**config.mk**
```make
export PLATFORM = sky130hd
export DESIGN_NAME = nvs_sequencer
export DESIGN_NICKNAME = d
export VERILOG_FILES = /design/src/rtl/nvs_seq_pkg.sv /design/src/rtl/nvs_cycle_timer.sv /design/src/rtl/nvs_dirty_flag.sv /design/src/rtl/nvs_recall_latch.sv /design/src/rtl/nvs_sequencer.sv
export SDC_FILE = /design/constraint.sdc
export NUM_CORES = 1
export LEC_CHECK = 0
export BUFFER_PORTS_ARGS = -buffer_cell sky130_fd_sc_hd__buf_2
export CAP_MARGIN = 5
export CORE_MARGIN = 2
export CORE_UTILIZATION = 30
export CTS_CLUSTER_DIAMETER = 30
export DETAILED_ROUTE_END_ITERATION = 7
export HOLD_SLACK_MARGIN = 0.03
export MAX_ROUTING_LAYER = met4
export PLACE_DENSITY_LB_ADDON = 0.05
export RECOVER_POWER = 25
export SETUP_SLACK_MARGIN = 0.15
export SLEW_MARGIN = 20
export SYNTH_ARGS = -nofsm -noshare
export SYNTH_HDL_FRONTEND = slang
export SYNTH_SLANG_ARGS = --single-unit
```
**constraint.sdc**
```tcl
create_clock -name clk -period 2.6 [get_ports clk]
set_clock_uncertainty 0.2 [all_clocks]
set_input_delay 0.26 -clock clk [delete_from_list [all_inputs] [get_ports clk]]
set_output_delay 0.26 -clock clk [all_outputs]
set_load 0.005 [all_outputs]
```
**src/rtl/nvs_seq_pkg.sv**
```systemverilog
package nvs_seq_pkg;

   typedef enum logic [2:0] {
      SQ_IDLE   = 3'd0,
      SQ_GRACE  = 3'd1,
      SQ_STORE  = 3'd2,
      SQ_HOLD   = 3'd3,
      SQ_RECOV  = 3'd4,
      SQ_RECALL = 3'd5
   } seq_state_e;

   typedef enum logic [1:0] {
      ORG_HW = 2'd0,
      ORG_PF = 2'd1,
      ORG_SW = 2'd2
   } origin_e;

endpackage

```
**src/rtl/nvs_cycle_timer.sv**
```systemverilog
module nvs_cycle_timer #(
   parameter int CNT_W = 8
) (
   input  logic             clk,
   input  logic             rst_n,
   input  logic             load_i,
   input  logic [CNT_W-1:0] load_val_i,
   output logic             zero_o
);
   logic [CNT_W-1:0] cnt_q;

   always_ff @(posedge clk or negedge rst_n) begin
      if (!rst_n)             cnt_q <= '0;
      else if (load_i)        cnt_q <= load_val_i;
      else if (cnt_q != '0)   cnt_q <= cnt_q - 1'b1;
   end

   assign zero_o = (cnt_q == '0);

   // a loaded count must walk down one step per cycle
   a_r3_count_walks: assert property (@(posedge clk) disable iff (!rst_n)
      (!load_i && cnt_q != '0) |=> (cnt_q == $past(cnt_q) - 1'b1));

endmodule

```
**src/rtl/nvs_dirty_flag.sv**
```systemverilog
module nvs_dirty_flag (
   input  logic clk,
   input  logic rst_n,
   input  logic wr_done_i,
   input  logic clr_i,
   output logic dirty_o
);
   always_ff @(posedge clk or negedge rst_n) begin
      if (!rst_n)         dirty_o <= 1'b0;
      else if (clr_i)     dirty_o <= 1'b0;
      else if (wr_done_i) dirty_o <= 1'b1;
   end

   // the flag is only ever raised by a completed write
   a_r2_set_by_write: assert property (@(posedge clk) disable iff (!rst_n)
      $rose(dirty_o) |-> $past(wr_done_i));

endmodule

```
**src/rtl/nvs_recall_latch.sv**
```systemverilog
module nvs_recall_latch (
   input  logic clk,
   input  logic rst_n,
   input  logic pwr_rst_i,
   input  logic pwr_low_i,
   input  logic take_i,
   output logic pend_o,
   output logic low_rise_o
);
   logic low_q;

   always_ff @(posedge clk or negedge rst_n) begin
      if (!rst_n) begin
         pend_o <= 1'b1;
         low_q  <= 1'b0;
      end else begin
         pend_o <= pwr_rst_i | (pend_o & ~take_i);
         low_q  <= pwr_low_i;
      end
   end

   assign low_rise_o = pwr_low_i & ~low_q;

   // an armed recall stays armed until it is taken
   a_r9_pend_kept: assert property (@(posedge clk) disable iff (!rst_n)
      (pend_o && !take_i) |=> pend_o);

endmodule

```
**src/rtl/nvs_sequencer.sv**
```systemverilog
module nvs_sequencer
   import nvs_seq_pkg::*;
#(
   parameter int GRACE_CYC     = 50,
   parameter int PROBE_CYC     = 50,
   parameter int STORE_CYC     = 500000,
   parameter int RECOVER_CYC   = 35,
   parameter int SW_RECALL_CYC = 1000,
   parameter int PU_RECALL_CYC = 27500
) (
   input  logic clk,
   input  logic rst_n,
   input  logic pwr_low_i,
   input  logic pwr_rst_i,
   input  logic hsb_in_i,
   input  logic sw_store_i,
   input  logic sw_recall_i,
   input  logic wr_done_i,
   output logic hsb_drive_low_o,
   output logic busy_o,
   output logic wr_block_o,
   output logic io_block_o,
   output logic store_start_o,
   output logic recall_start_o
);
   localparam int M1      = (GRACE_CYC > PROBE_CYC) ? GRACE_CYC : PROBE_CYC;
   localparam int M2      = (STORE_CYC > RECOVER_CYC) ? STORE_CYC : RECOVER_CYC;
   localparam int M3      = (SW_RECALL_CYC > PU_RECALL_CYC) ? SW_RECALL_CYC : PU_RECALL_CYC;
   localparam int M12     = (M1 > M2) ? M1 : M2;
   localparam int MAX_LEN = (M12 > M3) ? M12 : M3;
   localparam int CNT_W   = $clog2(MAX_LEN + 1);

   localparam logic [CNT_W-1:0] L_GRACE = CNT_W'(GRACE_CYC - 1);
   localparam logic [CNT_W-1:0] L_PROBE = CNT_W'(PROBE_CYC - 1);
   localparam logic [CNT_W-1:0] L_STORE = CNT_W'(STORE_CYC - 1);
   localparam logic [CNT_W-1:0] L_RECOV = CNT_W'(RECOVER_CYC - 1);
   localparam logic [CNT_W-1:0] L_SWRC  = CNT_W'(SW_RECALL_CYC - 1);
   localparam logic [CNT_W-1:0] L_PURC  = CNT_W'(PU_RECALL_CYC - 1);

   generate
      if (GRACE_CYC < 1 || PROBE_CYC < 1 || STORE_CYC < 1 ||
          RECOVER_CYC < 1 || SW_RECALL_CYC < 1 || PU_RECALL_CYC < 1) begin : g_bad_len
         $error("nvs_sequencer: every duration must be at least one cycle");
      end
   endgenerate

   seq_state_e       state_q, state_d;
   origin_e          origin_q, origin_d;
   logic             load;
   logic [CNT_W-1:0] load_val;
   logic             zero;
   logic             dirty, clr_dirty;
   logic             recall_pend, low_rise, take_recall;
   logic             st_start_d, rc_start_d;
   logic             line_req;

   nvs_cycle_timer #(.CNT_W(CNT_W)) u_timer (
      .clk        (clk),
      .rst_n      (rst_n),
      .load_i     (load),
      .load_val_i (load_val),
      .zero_o     (zero)
   );

   nvs_dirty_flag u_dirty (
      .clk       (clk),
      .rst_n     (rst_n),
      .wr_done_i (wr_done_i),
      .clr_i     (clr_dirty),
      .dirty_o   (dirty)
   );

   nvs_recall_latch u_rlatch (
      .clk        (clk),
      .rst_n      (rst_n),
      .pwr_rst_i  (pwr_rst_i),
      .pwr_low_i  (pwr_low_i),
      .take_i     (take_recall),
      .pend_o     (recall_pend),
      .low_rise_o (low_rise)
   );

   assign line_req  = ~hsb_in_i & ~pwr_low_i;
   assign clr_dirty = ((state_q == SQ_STORE) || (state_q == SQ_RECALL)) && zero;

   always_comb begin
      state_d     = state_q;
      origin_d    = origin_q;
      load        = 1'b0;
      load_val    = '0;
      st_start_d  = 1'b0;
      rc_start_d  = 1'b0;
      take_recall = 1'b0;
      unique case (state_q)
         SQ_IDLE: begin
            if (recall_pend && !pwr_low_i) begin
               state_d = SQ_RECALL; load = 1'b1; load_val = L_PURC;
               rc_start_d = 1'b1; take_recall = 1'b1;
            end else if (low_rise) begin
               state_d = SQ_GRACE; origin_d = ORG_PF; load = 1'b1; load_val = L_PROBE;
            end else if (line_req) begin
               state_d = SQ_GRACE; origin_d = ORG_HW; load = 1'b1; load_val = L_GRACE;
            end else if (sw_store_i) begin
               state_d = SQ_STORE; origin_d = ORG_SW; load = 1'b1; load_val = L_STORE;
               st_start_d = 1'b1;
            end else if (sw_recall_i) begin
               state_d = SQ_RECALL; load = 1'b1; load_val = L_SWRC;
               rc_start_d = 1'b1;
            end
         end
         SQ_GRACE: begin
            if (zero) begin
               if (origin_q == ORG_HW) begin
                  if (dirty) begin
                     state_d = SQ_STORE; load = 1'b1; load_val = L_STORE; st_start_d = 1'b1;
                  end else begin
                     state_d = SQ_HOLD;
                  end
               end else if (dirty && !hsb_in_i) begin
                  state_d = SQ_STORE; load = 1'b1; load_val = L_STORE; st_start_d = 1'b1;
               end else begin
                  state_d = SQ_IDLE;
               end
            end
         end
         SQ_STORE: begin
            if (zero) state_d = (origin_q == ORG_HW) ? SQ_HOLD : SQ_IDLE;
         end
         SQ_HOLD: begin
            if (hsb_in_i) begin
               state_d = SQ_RECOV; load = 1'b1; load_val = L_RECOV;
            end
         end
         SQ_RECOV: begin
            if (zero) state_d = SQ_IDLE;
         end
         SQ_RECALL: begin
            if (zero) state_d = SQ_IDLE;
         end
         default: state_d = SQ_IDLE;
      endcase
   end

   always_ff @(posedge clk or negedge rst_n) begin
      if (!rst_n) begin
         state_q        <= SQ_IDLE;
         origin_q       <= ORG_HW;
         store_start_o  <= 1'b0;
         recall_start_o <= 1'b0;
      end else begin
         state_q        <= state_d;
         origin_q       <= origin_d;
         store_start_o  <= st_start_d;
         recall_start_o <= rc_start_d;
      end
   end

   assign hsb_drive_low_o = (state_q == SQ_STORE) ||
                            ((state_q == SQ_GRACE) && (origin_q == ORG_PF));
   assign busy_o          = (state_q == SQ_STORE) || (state_q == SQ_RECALL);
   assign io_block_o      = (state_q == SQ_STORE) || (state_q == SQ_HOLD) ||
                            (state_q == SQ_RECOV) || (state_q == SQ_RECALL);
   assign wr_block_o      = pwr_low_i || (state_q != SQ_IDLE);

   // start pulses last one cycle and never coincide
   a_r5_store_pulse_single: assert property (@(posedge clk) disable iff (!rst_n)
      store_start_o |=> !store_start_o);
   a_r9_recall_pulse_single: assert property (@(posedge clk) disable iff (!rst_n)
      recall_start_o |=> !recall_start_o);
   a_r12_starts_exclusive: assert property (@(posedge clk) disable iff (!rst_n)
      $onehot0({store_start_o, recall_start_o}));
   // a store begins with the line driven and accesses blocked
   a_r5_start_drives_line: assert property (@(posedge clk) disable iff (!rst_n)
      store_start_o |-> (hsb_drive_low_o && io_block_o && busy_o));
   // a store not requested by software needs the modified flag
   a_r4_clean_no_store: assert property (@(posedge clk) disable iff (!rst_n)
      (store_start_o && origin_q != ORG_SW) |-> dirty);
   // standby holds while the line stays low
   a_r6_hold_until_high: assert property (@(posedge clk) disable iff (!rst_n)
      (state_q == SQ_HOLD && !hsb_in_i) |=> (state_q == SQ_HOLD));
   // a probe that reads the line high ends in idle
   a_r8_probe_abort: assert property (@(posedge clk) disable iff (!rst_n)
      (state_q == SQ_GRACE && origin_q == ORG_PF && zero && hsb_in_i) |=> (state_q == SQ_IDLE));

endmodule

```
==> qor.yml, run 1 <==
outcome:
  status: "finished with violations"
  violations: "capacitance limit, slew limit"
clock_network:
  path_clk_slew_ns: 0.07
  clkSinkCount: 29
  clk_path_buf_depth: 2
  tritoncts: "yes"
  clock_latency_ns: 0.29
  clockRootBuffer: "clkbuf_8"
  htree_levels: 2
  postCtsSetupBuffers: 0
  cts_made_buffers: 5
die:
  initial_core_util: 0.313
  die_h_um: 80.3
  num_rows: 27
  die_area_um2: 6440
  fp.dieW_um: 80.3
  core-area_um2: 5570
  ios: 14
finish:
  drive_gt1_frac: 0.189
  num_antenna_cells: 0
  syn2layout_area_growth_pct: 21.3
  nets: 231
  filler_cell_count: 605
  fin_cells: 294
global_route:
  grt_pass1_wl_um: 7820
  grt_max_degree: 30
  grt_antenna_before_repair: 0
  first_global_vias: 1584
  overflow: 0
  grtUsageTotal: 0.165
min_path:
  hold_depth: 3
  hp-class: "in -> reg"
timing:
  period_share: 0.913
  setup_viol: 0
  holdWs_ns: 0.124
  rsz0062_at_grt: "false"
  setup_tns_ns: 0
  hold_viol: 0
  min_period_ns: 2.37
  tightest_slew_ns: 1.62
  drv_slew: 30
  fmax_mhz: 421
  slew-limit-headroom: -0.0817
critical_path:
  worstSetupStartpointType: "flip-flop"
  cp_slowest_cell: "or4_4"
  critical_path.cell_chain: "or4_4, or4_4, nor2_1, a31oi_1, o31ai_1"
  cp.required_ns: 2.59
  cp_max_fo: 4
  worstSetupEndpointType: "flip-flop"
  worstPathArrival_ns: 2.37
  path_class: "reg -> reg"
  cp_slowest_stage_delay_ns: 0.54
  cp_common_cell: "or4_4"
  r2r_cells: 5
synth:
  syn_inst: 189
  yosys_warnings: 0
  synth_enable_flop_cells: 0
  seq_area_frac_synth: 0.417
  synth-seq-cells: 29
  synthFlopType: "dfrtp_1"
  syn_area_um2: 1740
  synth_nets: 199
  synth_cell_types: 49
  async_flop_share: 1.00
  post_synth.cell_area_avg_um2: 9.23
placed_design:
  place_inst: 282
  dp_hpwl_um: 3550
  place_congestion: 0.804
  io_buffer_count: 13
pwr:
  p_leak_nw: 0.857
  pwr_density_cell_nw_per_um2: 987
  ir_drop_v: 0.000344
route:
  drt-total-wl_um: 4690
  drc: 0
  viasPerCell: 5.16
  vias: 1516
  wl_per_cell_um: 16.0
  drt_iter0_markers: 67
  antenna_left: 0
  drt_first_pass_iters: 4
job:
  cap_violations: 1
==> final cells by class <==
class                      instances  area (um2)  share of cell area
multi-input combinational        147         972               0.459
inverter                           6        22.5              0.0106
clock inverter                     3        17.5             0.00828
clock buffer                       5        68.8              0.0325
timing repair buffer              32         218               0.103
tap                               72        90.1              0.0426
sequential                        29         727               0.344
==> worst max-delay path, delay by kind of cell, from the launching register on <==
kind / cells / cell delay, ns
simple gates: 3 / 1.34
compound gates: 2 / 0.36
flops: 1 / 0.39
==> cells by family after synthesis <==
| group | Yosys count | share of synthesized area |
|---|---|---|
| compound gates | 57 | 0.205 |
| fa+ha+maj | 2 | 0.0143 |
| simple gates | 70 | 0.240 |
| mux | 2 | 0.0122 |
| xor+xnor | 16 | 0.0803 |
| buf+inv | 13 | 0.0308 |
| flops | 29 | 0.417 |
==> worst paths after layout <==
check                                 startpoint                to  slack [ns]
worst max-delay path            u_timer.cnt_q[9]        state_q[1]        0.23
worst min-delay path                 sw_recall_i  u_timer.cnt_q[7]        0.12
worst max register to register  u_timer.cnt_q[9]        state_q[1]        0.23
worst min register to register   u_rlatch.pend_o   u_rlatch.pend_o        0.34
max in group asynchronous                  rst_n  u_timer.cnt_q[5]        0.54
min in group asynchronous                  rst_n  u_timer.cnt_q[1]        0.72
==> power by group <==
group	internal (W)	total, W	switching (W)
clock	0.000184	0.000375	0.000191
combinational	0.000430	0.000861	0.000431
sequential	0.000626	0.000851	0.000225
total	0.00124	0.00209	0.000847
==> Yosys cell counts, types with 2 or more instances <==
master,number,share of area
clkbuf_1,5,0.011
a31oi_1,2,0.0072
or4_1,2,0.0086
o211ai_1,3,0.013
and2_1,3,0.011
nor2_1,12,0.026
o31ai_1,2,0.0086
nand2b_1,5,0.018
a211oi_1,2,0.0086
inv_1,6,0.013
nand2_1,14,0.030
o22ai_1,2,0.0072
nor4_4,2,0.024
and4b_1,2,0.011
dfrtp_1,28,0.40
or3_1,5,0.018
nand3_1,5,0.014
o21ai_0,17,0.049
nor4_1,3,0.011
nor2b_1,3,0.011
nor3_1,7,0.020
nor3b_1,2,0.0086
a21oi_1,12,0.034
ha_1,2,0.014
o2bb2ai_1,2,0.010
o21ai_1,4,0.011
xnor2_1,10,0.050
xor2_1,6,0.030
==> state kept, by name, summed over array words and instances, names as in the netlist <==
signal	count
u_rlatch.low_q	1
store_start_o	1
u_rlatch.pend_o	1
recall_start_o	1
state_q	3
u_dirty.dirty_o	1
u_timer.cnt_q	19
origin_q	2
==> metrics by stage <==
stage	power, W	setup slack [ns]	instance area, um2	utilization
after floorplan	0.00139	0.293	1740	-
after global placement	0.00171	0.193	1980	0.355
after detailed placement	0.00171	0.172	1980	0.355
after CTS	0.00209	0.155	2110	0.378
after global routing	0.00227	0.0921	2120	0.380
final	0.00209	0.226	2120	0.380
==> cell usage in the layout, fill, tap and decap left out, types with 3 or more instances in the layout <==
master,n
nand3_1,5
o211ai_1,3
nor4_1,3
xnor2_1,10
and2_1,3
nor3_1,7
nor2b_1,3
dfrtp_1,28
o21ai_1,4
nand2_1,14
buf_2,10
or3_1,5
o21ai_0,17
dlygate4sd3_1,4
clkbuf_8,5
nand2b_1,5
buf_4,14
clkbuf_1,3
a21oi_1,12
nor2_1,12
inv_1,6
xor2_1,6
==> timing repair <==
| action | CTS | global route |
|---|---|---|
| hold buffers | 4 | 0 |
| hold endpoints to repair | 31 | 0 |
| setup endpoints to repair | 0 | 12 |
| gates resized for setup | 0 | 4 |
==> layer usage <==
layer,vias to the layer above,wire (um),track usage
li1,762,-,-
met1,725,2490,0.233
met2,24,2050,0.241
met3,5,90,0.0236
met4,0,61,0.0610
met5,-,0,-
Power figures use the tool's default switching activity.
==> run 2, diff against run 1 <==
--- a/config.mk
+++ b/config.mk
@@ -5,12 +5,12 @@
 export SDC_FILE = /design/constraint.sdc
 export NUM_CORES = 1
 export LEC_CHECK = 0
-export BUFFER_PORTS_ARGS = -buffer_cell sky130_fd_sc_hd__buf_2
 export CAP_MARGIN = 5
 export CORE_MARGIN = 2
 export CORE_UTILIZATION = 30
 export CTS_CLUSTER_DIAMETER = 30
 export DETAILED_ROUTE_END_ITERATION = 7
+export DONT_BUFFER_PORTS = 1
 export HOLD_SLACK_MARGIN = 0.03
 export MAX_ROUTING_LAYER = met4
 export PLACE_DENSITY_LB_ADDON = 0.05
==> run 2 against run 1 <==
Against the previous run:
- the run still ends with capacitance limit, slew limit left
- hold slack worse by 0.069 ns
- maximum frequency is 0.33% higher
- non-clock buffer count is 7 lower
- total power is 3.2% higher
- clock-buffer cell count is 2 higher
- die area stayed put
- routed wire length is 4.8% higher
- via count is 2.2% higher
- sequential share of layout area is 0.28 points lower
- first-iteration DRC count is 42% higher
==> qor.yml, run 2 (synthesis gave the netlist of run 1 again) <==
outcome:
  status: "finished with violations"
  violations: "capacitance limit, slew limit"
finish:
  final_cell_mix: "dfrtp_1, o21ai_0, buf_4"
  top_register: "u_timer.cnt_q"
  drive_gt1_frac: 0.167  # -0.0217
  num_antenna_cells: 0  # unchanged
  largest_reg_flops: 19  # unchanged
  layout_commonest_cell: "dfrtp_1"
  syn2layout_area_growth_pct: 22.3
  largestRegisters: "u_timer.cnt_q (19), state_q (3), origin_q (2)"
  final_core_util: 0.383  # +0.00314
  nets: 224  # -3.0%
  final_area_um2: 2130  # +0.83%
die:
  num_rows: 27  # unchanged
  die_area_um2: 6440  # unchanged
  fp.dieW_um: 80.3  # unchanged
  initial_core_util: 0.313  # unchanged
  core-area_um2: 5570  # unchanged
  ios: 14  # unchanged
  die_h_um: 80.3  # unchanged
timing:
  holdWs_ns: 0.0549  # -0.0694 ns
  period_share: 0.910  # -0.00301
  tightest_slew_ns: 1.64  # +0.0147 ns
  hold_viol: 0  # unchanged
  drv_slew: 30  # unchanged
  setup_viol: 0  # unchanged
  rsz0062_at_grt: "false"
  timing.final.ws_setup_ns: 0.234  # +0.00782 ns
  setup_tns_ns: 0  # unchanged
  fmax_mhz: 423  # +0.33%
  slew-limit-headroom: -0.0915  # -0.00977
  min_period_ns: 2.37  # -0.00782 ns
critical_path:
  r2r-start: "u_timer.cnt_q[9]"
  cp_slowest_stage_delay_ns: 0.54  # about the same
  r2r_slack_ns: 0.23  # about the same
  path_class: "reg -> reg"
  critical_path.cell_chain: "or4_4, or4_4, buf_6, nor4_4, xnor2_1, o21ai_2"
  r2r_cells: 6  # +1
  worstSetupEndpointType: "flip-flop"
  crit_end: "u_timer.cnt_q[17]"
  startpoint: "u_timer.cnt_q[9]"
  cp.required_ns: 2.55  # -0.04 ns
  worstSetupStartpointType: "flip-flop"
  cp_max_fo: 6  # +2
  rr_endpoint: "u_timer.cnt_q[17]"
  worstPathArrival_ns: 2.32  # -0.05 ns
  cp_slowest_cell: "or4_4"
  cp_common_cell: "or4_4"
placed_design:
  dp_hpwl_um: 3570  # +0.57%
  place_area_um2: 1920  # -3.3%
  pre_cts_ws_ns: 0.160  # -0.0121 ns
  io_buffer_count: 0  # -13
  place_congestion: 0.840  # +4.4%
route:
  drt-total-wl_um: 4920  # +4.8%
  wl_per_cell_um: 17.1  # +7.4%
  drt_iter0_markers: 95  # +42%
  drt_first_pass_iters: 4  # unchanged
  vias: 1550  # +2.2%
  antenna_left: 0  # unchanged
  drc: 0  # unchanged
  viasPerCell: 5.40  # +4.7%
pwr:
  net-switching-power_w: 0.000862  # +1.8%
  combPwrFrac: 0.417  # +0.005
  pwr_density_cell_nw_per_um2: 1010  # +2.3%
  p_int_w: 0.00129  # +4.1%
  ir_drop_v: 0.000294  # -14%
  p_leak_nw: 0.843  # -1.7%
  seqPwrFrac: 0.390  # -0.018
  pwr-share-clk: 0.193  # +0.013
  sw_frac_of_total: 0.400  # -0.00556
global_route:
  first_global_vias: 1622  # +2.4%
  grt_pass1_wl_um: 8310  # +6.2%
  overflow: 0  # unchanged
  grtUsageTotal: 0.174  # +0.00818
  grt_max_degree: 30  # unchanged
  grt_antenna_before_repair: 0  # unchanged
clock_network:
  tritoncts: "yes"
  htree_levels: 2  # unchanged
  clkSinkCount: 29  # unchanged
  path_clk_slew_ns: 0.07  # about the same
  clockRootBuffer: "clkbuf_8"
  clk_path_buf_depth: 2  # unchanged
  clock_latency_ns: 0.28  # about the same
  cts_made_buffers: 5  # unchanged
min_path:
  hp-class: "in -> reg"
job:
  cap_violations: 1  # unchanged
## run 2: cell types whose count changed in the layout (fill, tap and decap cells not counted), sizes merged
cell / delta
dlygate4sd3: +4
clkinv: -1
clkinvlp: -1
buf: -9
## run 2: worst min path at each step
stage,start,endpoint,slack [ns],cells past startpoint
floorplan,rst_n,origin_q[0],-0.24,0
global placement,rst_n,u_timer.cnt_q[10],-0.23,0
detailed placement,rst_n,u_timer.cnt_q[10],-0.23,0
CTS,pwr_low_i,u_rlatch.pend_o,0.05,2
global route,pwr_low_i,u_rlatch.pend_o,0.09,2
finish,pwr_low_i,u_rlatch.pend_o,0.05,2
## run 2: critical path: cells and delay by family, from the launching register on
kind	cells	cell delay (ns)
AOI/OAI and AO/OA	1	0.06
xor gates and xnor gates	1	0.16
buffers and inverters	1	0.16
DFF	1	0.39
and+or+nand+nor	3	1.26
## run 2: timing repair
item                                   in CTS  in global routing
buffers inserted                            0                  1
endpoints found under the hold margin      36                  2
gates resized for setup                     1                  7
pin swaps                                   0                  3
setup endpoints to repair                   1                  8
hold buffers                                8                  1
## run 2: cell type report
type,count,area [um2]
flip-flops and latches,29,727
repair buffers,25,208
clock buffers,7,96.3
clock inverters,1,5.00
inverters,6,22.5
fillers,592,3440
well taps,72,90.1
multi-input cells,147,985
## run 2: per-stage QoR
stage	power [W]	instances
after floorplan	0.00139	189
after global placement	0.00168	269
after detailed placement	0.00168	269
after CTS	0.00213	285
after global routing	0.00233	287
final	0.00215	287
## run 2: per-layer routing
layer  vias to the layer above  GRT usage  share of wire
met5                         -          -              0
met4                         0     0.0763          0.029
met3                        12     0.0326          0.052
met2                        50      0.241           0.44
met1                       744      0.245           0.48
li1                        744          -              -
## run 2: power groups by stage
stage / logic [W] / clock network [W] / registers (W)
CTS: 0.000871 / 0.000429 / 0.000831
floorplan: 0.000622 / 0 / 0.000773
finish: 0.000897 / 0.000416 / 0.000840
detailed placement: 0.000840 / 0 / 0.000839
global route: 0.00101 / 0.000451 / 0.000869
global placement: 0.000847 / 0 / 0.000836
